===== src/rtl/sp_pkg.sv =====
package sp_pkg;

  // Step command decoded from the one-hot strobes
  typedef enum logic [2:0] {
    STEP_IDLE  = 3'd0,
    STEP_PUSH1 = 3'd1,
    STEP_POP1  = 3'd2,
    STEP_PUSH2 = 3'd3,
    STEP_POP2  = 3'd4
  } step_e;

  function automatic logic step_is_pop(step_e s);
    return (s == STEP_POP1) || (s == STEP_POP2);
  endfunction

  function automatic logic step_is_wide(step_e s);
    return (s == STEP_PUSH2) || (s == STEP_POP2);
  endfunction

endpackage


===== src/rtl/sp_rst_sync.sv =====
module sp_rst_sync #(
  parameter int STAGES = 2
) (
  input  logic clk,
  input  logic rst_n,
  output logic rst_sync_n
);

  logic [STAGES-1:0] sync_q;
  logic [STAGES-1:0] sync_d;

  always_comb begin
    sync_d = {sync_q[STAGES-2:0], 1'b1};
  end

  always_ff @(posedge clk or negedge rst_n) begin
    if (!rst_n) begin
      sync_q <= '0;
    end else begin
      sync_q <= sync_d;
    end
  end

  assign rst_sync_n = sync_q[STAGES-1];

endmodule


===== src/rtl/sp_step_arith.sv =====
module sp_step_arith
  import sp_pkg::*;
#(
  parameter int PTR_W = 10
) (
  input  logic [PTR_W-1:0] sp_q,
  input  step_e            step,
  output logic             step_valid,
  output logic [PTR_W-1:0] sp_step,
  output logic [PTR_W-1:0] access_addr
);

  localparam logic [PTR_W-1:0] NARROW = PTR_W'(1);
  localparam logic [PTR_W-1:0] WIDE   = PTR_W'(2);

  logic [PTR_W-1:0] delta;
  logic [PTR_W-1:0] sp_up;
  logic [PTR_W-1:0] sp_down;
  logic [PTR_W-1:0] sp_plus1;

  always_comb begin
    delta    = step_is_wide(step) ? WIDE : NARROW;
    sp_up    = sp_q + delta;
    sp_down  = sp_q - delta;
    sp_plus1 = sp_q + NARROW;
  end

  always_comb begin
    step_valid  = (step != STEP_IDLE);
    sp_step     = step_is_pop(step) ? sp_up : sp_down;
    // Pushes address with the old value, pops with the incremented one
    access_addr = step_is_pop(step) ? sp_plus1 : sp_q;
  end

endmodule


===== src/rtl/sp_io_lanes.sv =====
module sp_io_lanes #(
  parameter int              PTR_W     = 10,
  parameter int              DATA_W    = 8,
  parameter int              IO_AW     = 6,
  parameter logic [IO_AW-1:0] BASE_ADDR = 6'h3D
) (
  input  logic [IO_AW-1:0]  io_addr,
  input  logic              io_wr_en,
  input  logic [DATA_W-1:0] io_wdata,
  input  logic [PTR_W-1:0]  sp_q,
  output logic              wr_hit,
  output logic [PTR_W-1:0]  sp_wr,
  output logic [DATA_W-1:0] io_rdata
);

  localparam int LANES = (PTR_W + DATA_W - 1) / DATA_W;
  localparam int PAD_W = LANES * DATA_W;

  logic [LANES-1:0] lane_hit;
  logic [PAD_W-1:0] sp_pad;

  always_comb begin
    sp_pad = PAD_W'(sp_q);
  end

  genvar k;
  generate
    for (k = 0; k < LANES; k++) begin : g_lane
      assign lane_hit[k] = (io_addr == (BASE_ADDR + IO_AW'(k)));
    end
  endgenerate

  // Bit-level merge: each pointer bit belongs to exactly one lane
  genvar b;
  generate
    for (b = 0; b < PTR_W; b++) begin : g_bit
      assign sp_wr[b] = (io_wr_en && lane_hit[b / DATA_W]) ? io_wdata[b % DATA_W] : sp_q[b];
    end
  endgenerate

  always_comb begin
    wr_hit = io_wr_en && (|lane_hit);
  end

  always_comb begin
    io_rdata = '0;
    for (int i = 0; i < LANES; i++) begin
      if (lane_hit[i]) begin
        io_rdata = io_rdata | sp_pad[i*DATA_W +: DATA_W];
      end
    end
  end

endmodule


===== src/rtl/stack_ptr_unit.sv =====
module stack_ptr_unit
  import sp_pkg::*;
#(
  parameter int               PTR_W     = 10,
  parameter int               DATA_W    = 8,
  parameter int               IO_AW     = 6,
  parameter logic [IO_AW-1:0] BASE_ADDR = 6'h3D
) (
  input  logic              clk,
  input  logic              rst_n,
  input  logic [IO_AW-1:0]  io_addr,
  input  logic              io_wr_en,
  input  logic [DATA_W-1:0] io_wdata,
  output logic [DATA_W-1:0] io_rdata,
  input  logic              push_byte_i,
  input  logic              pop_byte_i,
  input  logic              push_ret_i,
  input  logic              pop_ret_i,
  output logic [PTR_W-1:0]  sp_o,
  output logic [PTR_W-1:0]  mem_addr_o
);

  logic             rst_sync_n;
  logic [PTR_W-1:0] sp_q;
  logic [PTR_W-1:0] sp_d;
  logic             sp_en;
  step_e            step;
  logic             step_valid;
  logic [PTR_W-1:0] sp_step;
  logic [PTR_W-1:0] access_addr;
  logic             wr_hit;
  logic [PTR_W-1:0] sp_wr;

  sp_rst_sync #(.STAGES(2)) u_rst_sync (
    .clk        (clk),
    .rst_n      (rst_n),
    .rst_sync_n (rst_sync_n)
  );

  // Strobes are one-hot by contract; the order here only fixes a value
  always_comb begin
    step = STEP_IDLE;
    if (push_byte_i) begin
      step = STEP_PUSH1;
    end else if (pop_byte_i) begin
      step = STEP_POP1;
    end else if (push_ret_i) begin
      step = STEP_PUSH2;
    end else if (pop_ret_i) begin
      step = STEP_POP2;
    end
  end

  sp_step_arith #(.PTR_W(PTR_W)) u_arith (
    .sp_q        (sp_q),
    .step        (step),
    .step_valid  (step_valid),
    .sp_step     (sp_step),
    .access_addr (access_addr)
  );

  sp_io_lanes #(
    .PTR_W     (PTR_W),
    .DATA_W    (DATA_W),
    .IO_AW     (IO_AW),
    .BASE_ADDR (BASE_ADDR)
  ) u_lanes (
    .io_addr  (io_addr),
    .io_wr_en (io_wr_en),
    .io_wdata (io_wdata),
    .sp_q     (sp_q),
    .wr_hit   (wr_hit),
    .sp_wr    (sp_wr),
    .io_rdata (io_rdata)
  );

  // Next state: a step outranks a software write
  always_comb begin
    sp_en = step_valid || wr_hit;
    sp_d  = step_valid ? sp_step : sp_wr;
  end

  always_ff @(posedge clk or negedge rst_sync_n) begin
    if (!rst_sync_n) begin
      sp_q <= '0;
    end else if (sp_en) begin
      sp_q <= sp_d;
    end
  end

  assign sp_o       = sp_q;
  assign mem_addr_o = access_addr;

endmodule


===== config.mk =====
export PLATFORM = sky130hd
export DESIGN_NAME = stack_ptr_unit
export DESIGN_NICKNAME = d
export VERILOG_FILES = /design/src/rtl/sp_pkg.sv /design/src/rtl/sp_rst_sync.sv /design/src/rtl/sp_step_arith.sv /design/src/rtl/sp_io_lanes.sv /design/src/rtl/stack_ptr_unit.sv
export SDC_FILE = /design/constraint.sdc
export NUM_CORES = 1
export LEC_CHECK = 0
export ABC_CLOCK_PERIOD_IN_PS = 1900
export BUFFER_PORTS_ARGS = -buffer_cell sky130_fd_sc_hd__buf_2
export CAP_MARGIN = 10
export CORE_MARGIN = 10
export CORE_UTILIZATION = 53
export DETAILED_ROUTE_END_ITERATION = 8
export PLACE_DENSITY = 0.82
export REMOVE_ABC_BUFFERS = 1
export SYNTH_ARGS = -nofsm -noshare
export SYNTH_HDL_FRONTEND = slang
export SYNTH_SLANG_ARGS = --single-unit

===== constraint.sdc =====
create_clock -name clk -period 1.9 [get_ports clk]
set_input_delay 0.095 -clock clk [delete_from_list [all_inputs] [get_ports clk]]
set_output_delay 0.095 -clock clk [all_outputs]
set_load 0.03 [all_outputs]

==> flow_metrics.py, run 1 <==
metrics = {
    "synth": {
        "synth_xor_area_frac": 0.0963,
        "synth_mux_area_frac": 0.0717,
        "yosysTopAreaCell": "dfrtp_1",
        "synth_compound_area_frac": 0.195,
        "synth_top_area_share": 0.236,
        "synth_seq_area_share": 0.236,
        "synth_area_per_cell_um2": 8.44,
        "synth_simple_gate_area_frac": 0.253,
        "syn_inst": 151,
        "synth_fa_ha_area_frac": 0.114,
        "yosysWarningCount": 0,
        "synth_seq_cells": 12,
        "ys_top_cells_by_area": "dfrtp_1 24%, ha_1 9.8%, mux2i_1 6.3%",
        "syn_area_um2": 1270,
        "ys_types": 42,
        "synth_top_family_by_area": "simple AND/OR/NAND/NOR gates",
    },
    "floorplanning": {
        "die_h_um": 69.0,
        "die_w_um": 69.0,
        "dieArea_um2": 4760,
        "core_um2": 2250,
        "start_util": 0.565,
        "ios": 49,
        "core.rowCount": 17,
    },
    "cts": {
        "clock_sinks": 12,
        "numCtsBuffers": 3,
        "cts_tree": "built",
        "cts_buffer_depth": 2,
        "insertion_delay_ns": 0.28,
        "clk_pin_slew_worst_paths_ns": 0.08,
        "cts_root_buffer": "clkbuf_4",
        "cts.htree.levels": 1,
    },
    "route": {
        "wirelength_um": 4300,
        "drt_first_pass_iters": 4,
        "postRouteAntennaNets": 0,
        "viasPerCell": 5.65,
        "vias": 1470,
        "drc": 0,
        "wl_per_cell_um": 16.5,
        "drt_iter0_drc": 81,
    },
    "final_layout": {
        "drive_above_1_share": 0.431,
        "finalNetCount": 265,
        "instances_no_fill": 260,
        "antennaDiodeCount": 0,
        "fin_util": 0.837,
        "area_delta_synth_final_pct": 48.2,
        "fill_cells": 135,
    },
    "setup_path": {
        "cp-startpoint": "sp_o[0]",
        "r2r-start": "sp_o[0]",
        "path_cells": "ha_2, inv_2, fa_2, nor2b_4, o31a_1, o21a_1, or3_1, a31o_1",
        "cp_slowest_cell": "dfrtp_1",
        "slowest_delay_ns": 0.41,
        "cp.required_ns": 2.07,
        "crit_buf_inv": 1,
        "crit_cells": 8,
        "rr_worst_depth": 8,
        "rrSetupSlack_ns": -0.11,
        "cp.arrival_ns": 2.18,
        "crit_path_end_kind": "register",
        "startpoint_type": "register",
        "path_max_fanout": 2,
        "crit_end": "sp_o[6]",
        "crit_family": "compound AO/OA/AOI/OAI gates",
        "r2r-end": "sp_o[6]",
        "criticalPathCategory": "reg2reg",
    },
    "place": {
        "dpl.cell_count": 251,
        "place.gp.congestion": 0.933,
        "io_buffers": 48,
        "dp_hpwl_um": 3410,
        "place_worst_setup_slack_ns": -0.275,
    },
    "sta": {
        "fin_ws_ns": -0.108,
        "fin_skew_ns": 0.00560,
        "period_share": 1.06,
        "layout_min_cycle_time_ns": 2.01,
        "slew-limit-headroom": 0.619,
        "drv_slew": 0,
        "fmax_mhz": 498,
        "worst_pin_slew_ns": 0.567,
        "setup_violations": 1,
        "hold_violations": 0,
        "rsz0062_at_grt": "true",
    },
    "pwr": {
        "p_per_area_nw_per_um2": 1800,
        "p_total_w": 0.00340,
        "vdd_drop_max_mv": 1.33,
        "p_leak_nw": 0.964,
    },
    "grt": {
        "antenna_found_initial": 0,
        "grt_max_degree": 11,
        "globalRoute.totalOverflow": 0,
        "track_usage": 0.170,
        "grt_pass1_vias": 1515,
        "grt_pass1_wl_um": 7050,
    },
    "outcome": {
        "outcome": "finished, violations left",
        "violations": "setup timing",
    },
    "run": {
        "drv_cap": 0,
    },
    "hold_path": {
        "hold_class": "in2reg",
    },
}
==> state kept, by name, summed over array words and instances, names as in the netlist <==
register / cells
sp_o: 10
u_rst_sync.sync_q: 2
==> worst min-delay path, cell delays in order <==
cell and delay [ns]:
buf_2 0.08, mux2i_1 0.06, a21oi_1 0.13
==> power by group <==
part / switching (W) / internal [W]
Combinational: 0.00156 / 0.00111
Clock: 0.0000922 / 0.000117
Sequential: 0.000135 / 0.000378
==> placed cells by master (no fill, tap or decap), drive strengths merged <==
cell | synthesis | layout
buf | 0 | 78
nor2 | 15 | 15
nand2 | 14 | 14
dfrtp | 12 | 12
a21oi | 10 | 10
o21ai | 10 | 10
ha | 10 | 10
and3 | 8 | 8
mux2i | 8 | 8
inv | 8 | 8
xnor2 | 7 | 7
xor2 | 7 | 7
nand3 | 4 | 4
clkbuf | 2 | 4
nand4 | 3 | 3
a31oi | 3 | 3
a211oi | 3 | 3
and4 | 2 | 2
a22o | 2 | 2
nand2b | 2 | 2
o21bai | 2 | 2
o21a | 2 | 2
nor2b | 2 | 2
and2 | 1 | 1
and3b | 1 | 1
nor3 | 1 | 1
nor4 | 1 | 1
o31ai | 1 | 1
mux2 | 1 | 1
o31a | 1 | 1
nand3b | 1 | 1
o221ai | 1 | 1
or3 | 1 | 1
a31o | 1 | 1
a21o | 1 | 1
a21boi | 1 | 1
fa | 1 | 1
dlygate4sd3 | 0 | 1
conb | 1 | 1
==> Yosys cell counts, drive strengths merged <==
master  count
nor2b       2
nand3b      1
a21boi      1
inv         8
a211oi      3
a31oi       3
xor2        7
and4        2
a22o        2
nand3       4
a21oi      10
nor3        1
nor4        1
nand4       3
nor2       15
o31a        1
nand2b      2
conb        1
o21ai      10
a31o        1
xnor2       7
o31ai       1
o21a        2
clkbuf      2
a21o        1
and3b       1
and2        1
mux2i       8
dfrtp      12
and3        8
ha         10
mux2        1
fa          1
o21bai      2
o221ai      1
or3         1
nand2      14
==> cell type report <==
class                      instances  area, µm²  area share
sequential                        12        300       0.159
inverter                           8       30.0      0.0159
tap                               28       35.0      0.0186
clock buffer                       4       36.3      0.0192
timing repair buffer              79        478       0.253
multi-input combinational        129       1010       0.534
==> cell families (layout without fill, tap and decap cells) <==
kind of cell | Yosys count | count (layout)
compound gates | 38 | 38
xor+xnor | 14 | 14
fa+ha+maj | 11 | 11
buf+inv | 10 | 91
flops | 12 | 12
mux | 9 | 9
other cells | 1 | 1
simple gates | 56 | 56
==> routing by layer <==
metal,part of all wire,wire [µm],track usage
met1,0.43,1860,0.198
met2,0.47,2020,0.282
met3,0.078,335,0.0528
met4,0.018,78,0.0643
met5,0,0,0
==> stage by stage <==
stage	setup TNS (ns)	instance area, µm²	hold slack (ns)
after detailed placement	-0.807	1740	-0.117
after CTS	-0.126	1820	0.124
after global placement	-0.496	1740	-0.120
final	-0.108	1890	0.129
after floorplan	-0.661	1260	-0.201
after global routing	-0.284	1890	0.137
==> repair_timing <==
action,4_1_cts,5_1_grt
hold buffers,1,0
resized for setup,5,13
pin swaps,6,7
hold endpoints to repair,2,0
setup endpoints to repair,2,6
buffers inserted,3,1
==> how the worst min path moves through the flow <==
| stage | start | to | depth (start not counted) |
|---|---|---|---|
| floorplan | rst_n | u_rst_sync.sync_q[0] | 0 |
| global placement | rst_n | u_rst_sync.sync_q[0] | 1 |
| detailed placement | rst_n | u_rst_sync.sync_q[0] | 1 |
| CTS | rst_n | u_rst_sync.sync_q[0] | 2 |
| global route | rst_n | u_rst_sync.sync_q[1] | 2 |
| finish | io_wdata[2] | sp_o[2] | 3 |
(Power assumes the default switching activity.)
==> run 2, diff against run 1 <==
--- a/config.mk
+++ b/config.mk
@@ -5,13 +5,16 @@
 export SDC_FILE = /design/constraint.sdc
 export NUM_CORES = 1
 export LEC_CHECK = 0
+export ABC_AREA = 1
 export ABC_CLOCK_PERIOD_IN_PS = 1900
 export BUFFER_PORTS_ARGS = -buffer_cell sky130_fd_sc_hd__buf_2
 export CAP_MARGIN = 10
+export CELL_PAD_IN_SITES_DETAIL_PLACEMENT = 1
+export CELL_PAD_IN_SITES_GLOBAL_PLACEMENT = 2
 export CORE_MARGIN = 10
-export CORE_UTILIZATION = 53
+export CORE_UTILIZATION = 28
 export DETAILED_ROUTE_END_ITERATION = 8
-export PLACE_DENSITY = 0.82
+export PLACE_DENSITY = 0.81
 export REMOVE_ABC_BUFFERS = 1
 export SYNTH_ARGS = -nofsm -noshare
 export SYNTH_HDL_FRONTEND = slang
==> flow_metrics.py, run 2 <==
metrics = {
    "outcome": {
        "outcome": "completed",
    },
    "synth": {
        "ys_top_cells_by_area": "dfrtp_1 20%, nand2_1 16%, inv_1 9.4%",
        "ys_async_sr_fraction": 1.00,
        "yosysWarningCount": 0,
        "synth.most_common_cell": "nand2_1",
        "synth_common_cells": "63 x nand2_1, 37 x inv_1, 24 x nor2_1, 21 x nand3_1, 12 x dfrtp_1",
        "synth_top_area_share": 0.203,
        "syn_area_um2": 1480,
        "syn_inst": 231,
        "ys_types": 33,
        "synth_seq_cells": 12,
        "synth_area_per_cell_um2": 6.39,
        "synth_edf_count": 0,
        "yosysTopAreaCell": "dfrtp_1",
        "synth_flop_cell": "dfrtp_1",
        "synth_seq_area_share": 0.203,
    },
    "floorplanning": {
        "ios": 49,
        "core.rowCount": 26,
        "core_um2": 5110,
        "die_h_um": 92.6,
        "dieArea_um2": 8580,
        "start_util": 0.289,
        "die_w_um": 92.6,
    },
    "setup_path": {
        "crit_path_end_kind": "primary output",
        "r2r-end": "sp_o[8]",
        "cp-startpoint": "sp_o[0]",
        "criticalPathCategory": "reg2out",
        "path_max_fanout": 5,
        "r2r-start": "sp_o[0]",
        "startpoint_type": "register",
        "rrSetupSlack_ns": 0.22,
        "cp.required_ns": 1.80,
        "cp.arrival_ns": 1.62,
        "rr_worst_depth": 11,
    },
    "cts": {
        "numCtsBuffers": 3,
        "cts_buffer_depth": 2,
        "clk_pin_slew_worst_paths_ns": 0.06,
        "insertion_delay_ns": 0.24,
        "cts_root_buffer": "clkbuf_8",
        "clock_sinks": 12,
        "cts.htree.levels": 1,
        "cts_tree": "built",
    },
    "route": {
        "viasPerCell": 4.57,
        "postRouteAntennaNets": 0,
        "drt_iter0_drc": 46,
        "drc": 0,
        "wirelength_um": 5180,
        "drt_first_pass_iters": 4,
        "wl_per_cell_um": 14.4,
        "vias": 1644,
    },
    "final_layout": {
        "final_cell_mix": "63 x nand2_1, 47 x buf_2, 37 x inv_1, 24 x nor2_1, 21 x nand3_1",
        "drive_above_1_share": 0.290,
        "layout_commonest_cell": "nand2_1",
        "largest_reg_flops": 10,
        "area_delta_synth_final_pct": 30.1,
        "antennaDiodeCount": 0,
        "finalNetCount": 324,
    },
    "grt": {
        "grt_pass1_vias": 1745,
        "antenna_found_initial": 0,
        "grt_max_degree": 13,
        "grt_pass1_wl_um": 8670,
        "track_usage": 0.124,
        "globalRoute.totalOverflow": 0,
    },
    "pwr": {
        "p_leak_nw": 1.07,
        "p_per_area_nw_per_um2": 1680,
        "vdd_drop_max_mv": 0.600,
    },
    "hold_path": {
        "worstHoldStart": "io_wdata[2]",
        "holdPathEnd": "sp_o[2]",
        "hold_class": "in2reg",
        "min_path_cells": 3,
    },
    "sta": {
        "setup_tns_ns": 0,
        "fmax_mhz": 582,
        "period_share": 0.904,
        "hold_slack_ns": 0.124,
        "fin_skew_ns": 0.00481,
        "rsz0062_at_grt": "false",
        "setup_violations": 0,
        "hold_violations": 0,
        "fin_ws_ns": 0.181,
        "layout_min_cycle_time_ns": 1.72,
        "drv_slew": 0,
    },
    "run": {
        "drv_cap": 0,
    },
    "place": {
        "io_buffers": 48,
        "dp_hpwl_um": 4440,
        "place_worst_setup_slack_ns": 0.103,
        "place.gp.congestion": 0.793,
    },
}
run 2: cell count changes after synthesis, moves of 8 or more:
cell	delta
nand2_1	+49
inv_1	+29
nand3_1	+18
nor2_1	+9
and3_1	-8
mux2i_1	-8
o21ai_1	+8
run 2: report_power, final:
part	total [W]	internal, W	switching, W
Clock	0.000237	0.000140	0.0000967
Combinational	0.00245	0.000837	0.00161
Sequential	0.000538	0.000386	0.000152
Total	0.00322	0.00136	0.00186
run 2: cells by family after synthesis:
group / share of synthesized area
AO/OA/AOI/OAI: 0.111
buffers and inverters: 0.121
XOR/XNOR: 0.0534
other: 0.00254
adder cells (fa/ha/maj): 0.0983
flip-flops: 0.203
AND/OR/NAND/NOR: 0.410
run 2: timing repair:
item	CTS	global route
setup endpoints to repair	0	5
hold buffers	1	0
buffers inserted	0	1
hold endpoints to repair	2	0
gates resized for setup	0	7
run 2: metal layers:
layer / vias up / track usage / routed length (µm)
met1: 756 / 0.156 / 2390
li1: 854 / - / -
met3: 2 / 0.0355 / 245
met5: - / 0 / 0
met4: 0 / 0.0116 / 19
met2: 32 / 0.212 / 2520
run 2: worst max-delay path by stage:
stage	endpoint	cells after the start
finish	mem_addr_o[4]	7
global route	mem_addr_o[9]	7
CTS	mem_addr_o[9]	7
detailed placement	sp_o[8]	13
global placement	sp_o[8]	13
floorplan	sp_o[8]	11
run 2: cell type report:
| type | count | area (µm²) |
|---|---|---|
| inverter | 42 | 160 |
| tap | 70 | 87.6 |
| sequential | 12 | 305 |
| multi-input combinational | 175 | 1010 |
| clock buffer | 3 | 41.3 |
| fill | 723 | 3190 |
| timing repair buffer | 58 | 320 |
run 2: critical path, stage by stage (launching register included):
cell      delay (ns)
dfrtp_1         0.36
buf_4           0.15
ha_1            0.19
inv_1           0.09
nor3_4          0.19
nand2_2         0.07
xor2_1          0.13
clkbuf_4        0.21
run 2: per-stage QoR:
step	util	instances	area [µm²]	total power [W]
floorplan	-	229	1460	0.00219
global placement	0.361	355	1850	0.00294
detailed placement	0.361	355	1850	0.00297
CTS	0.371	359	1900	0.00323
global route	0.376	360	1920	0.00359
finish	0.376	360	1920	0.00323
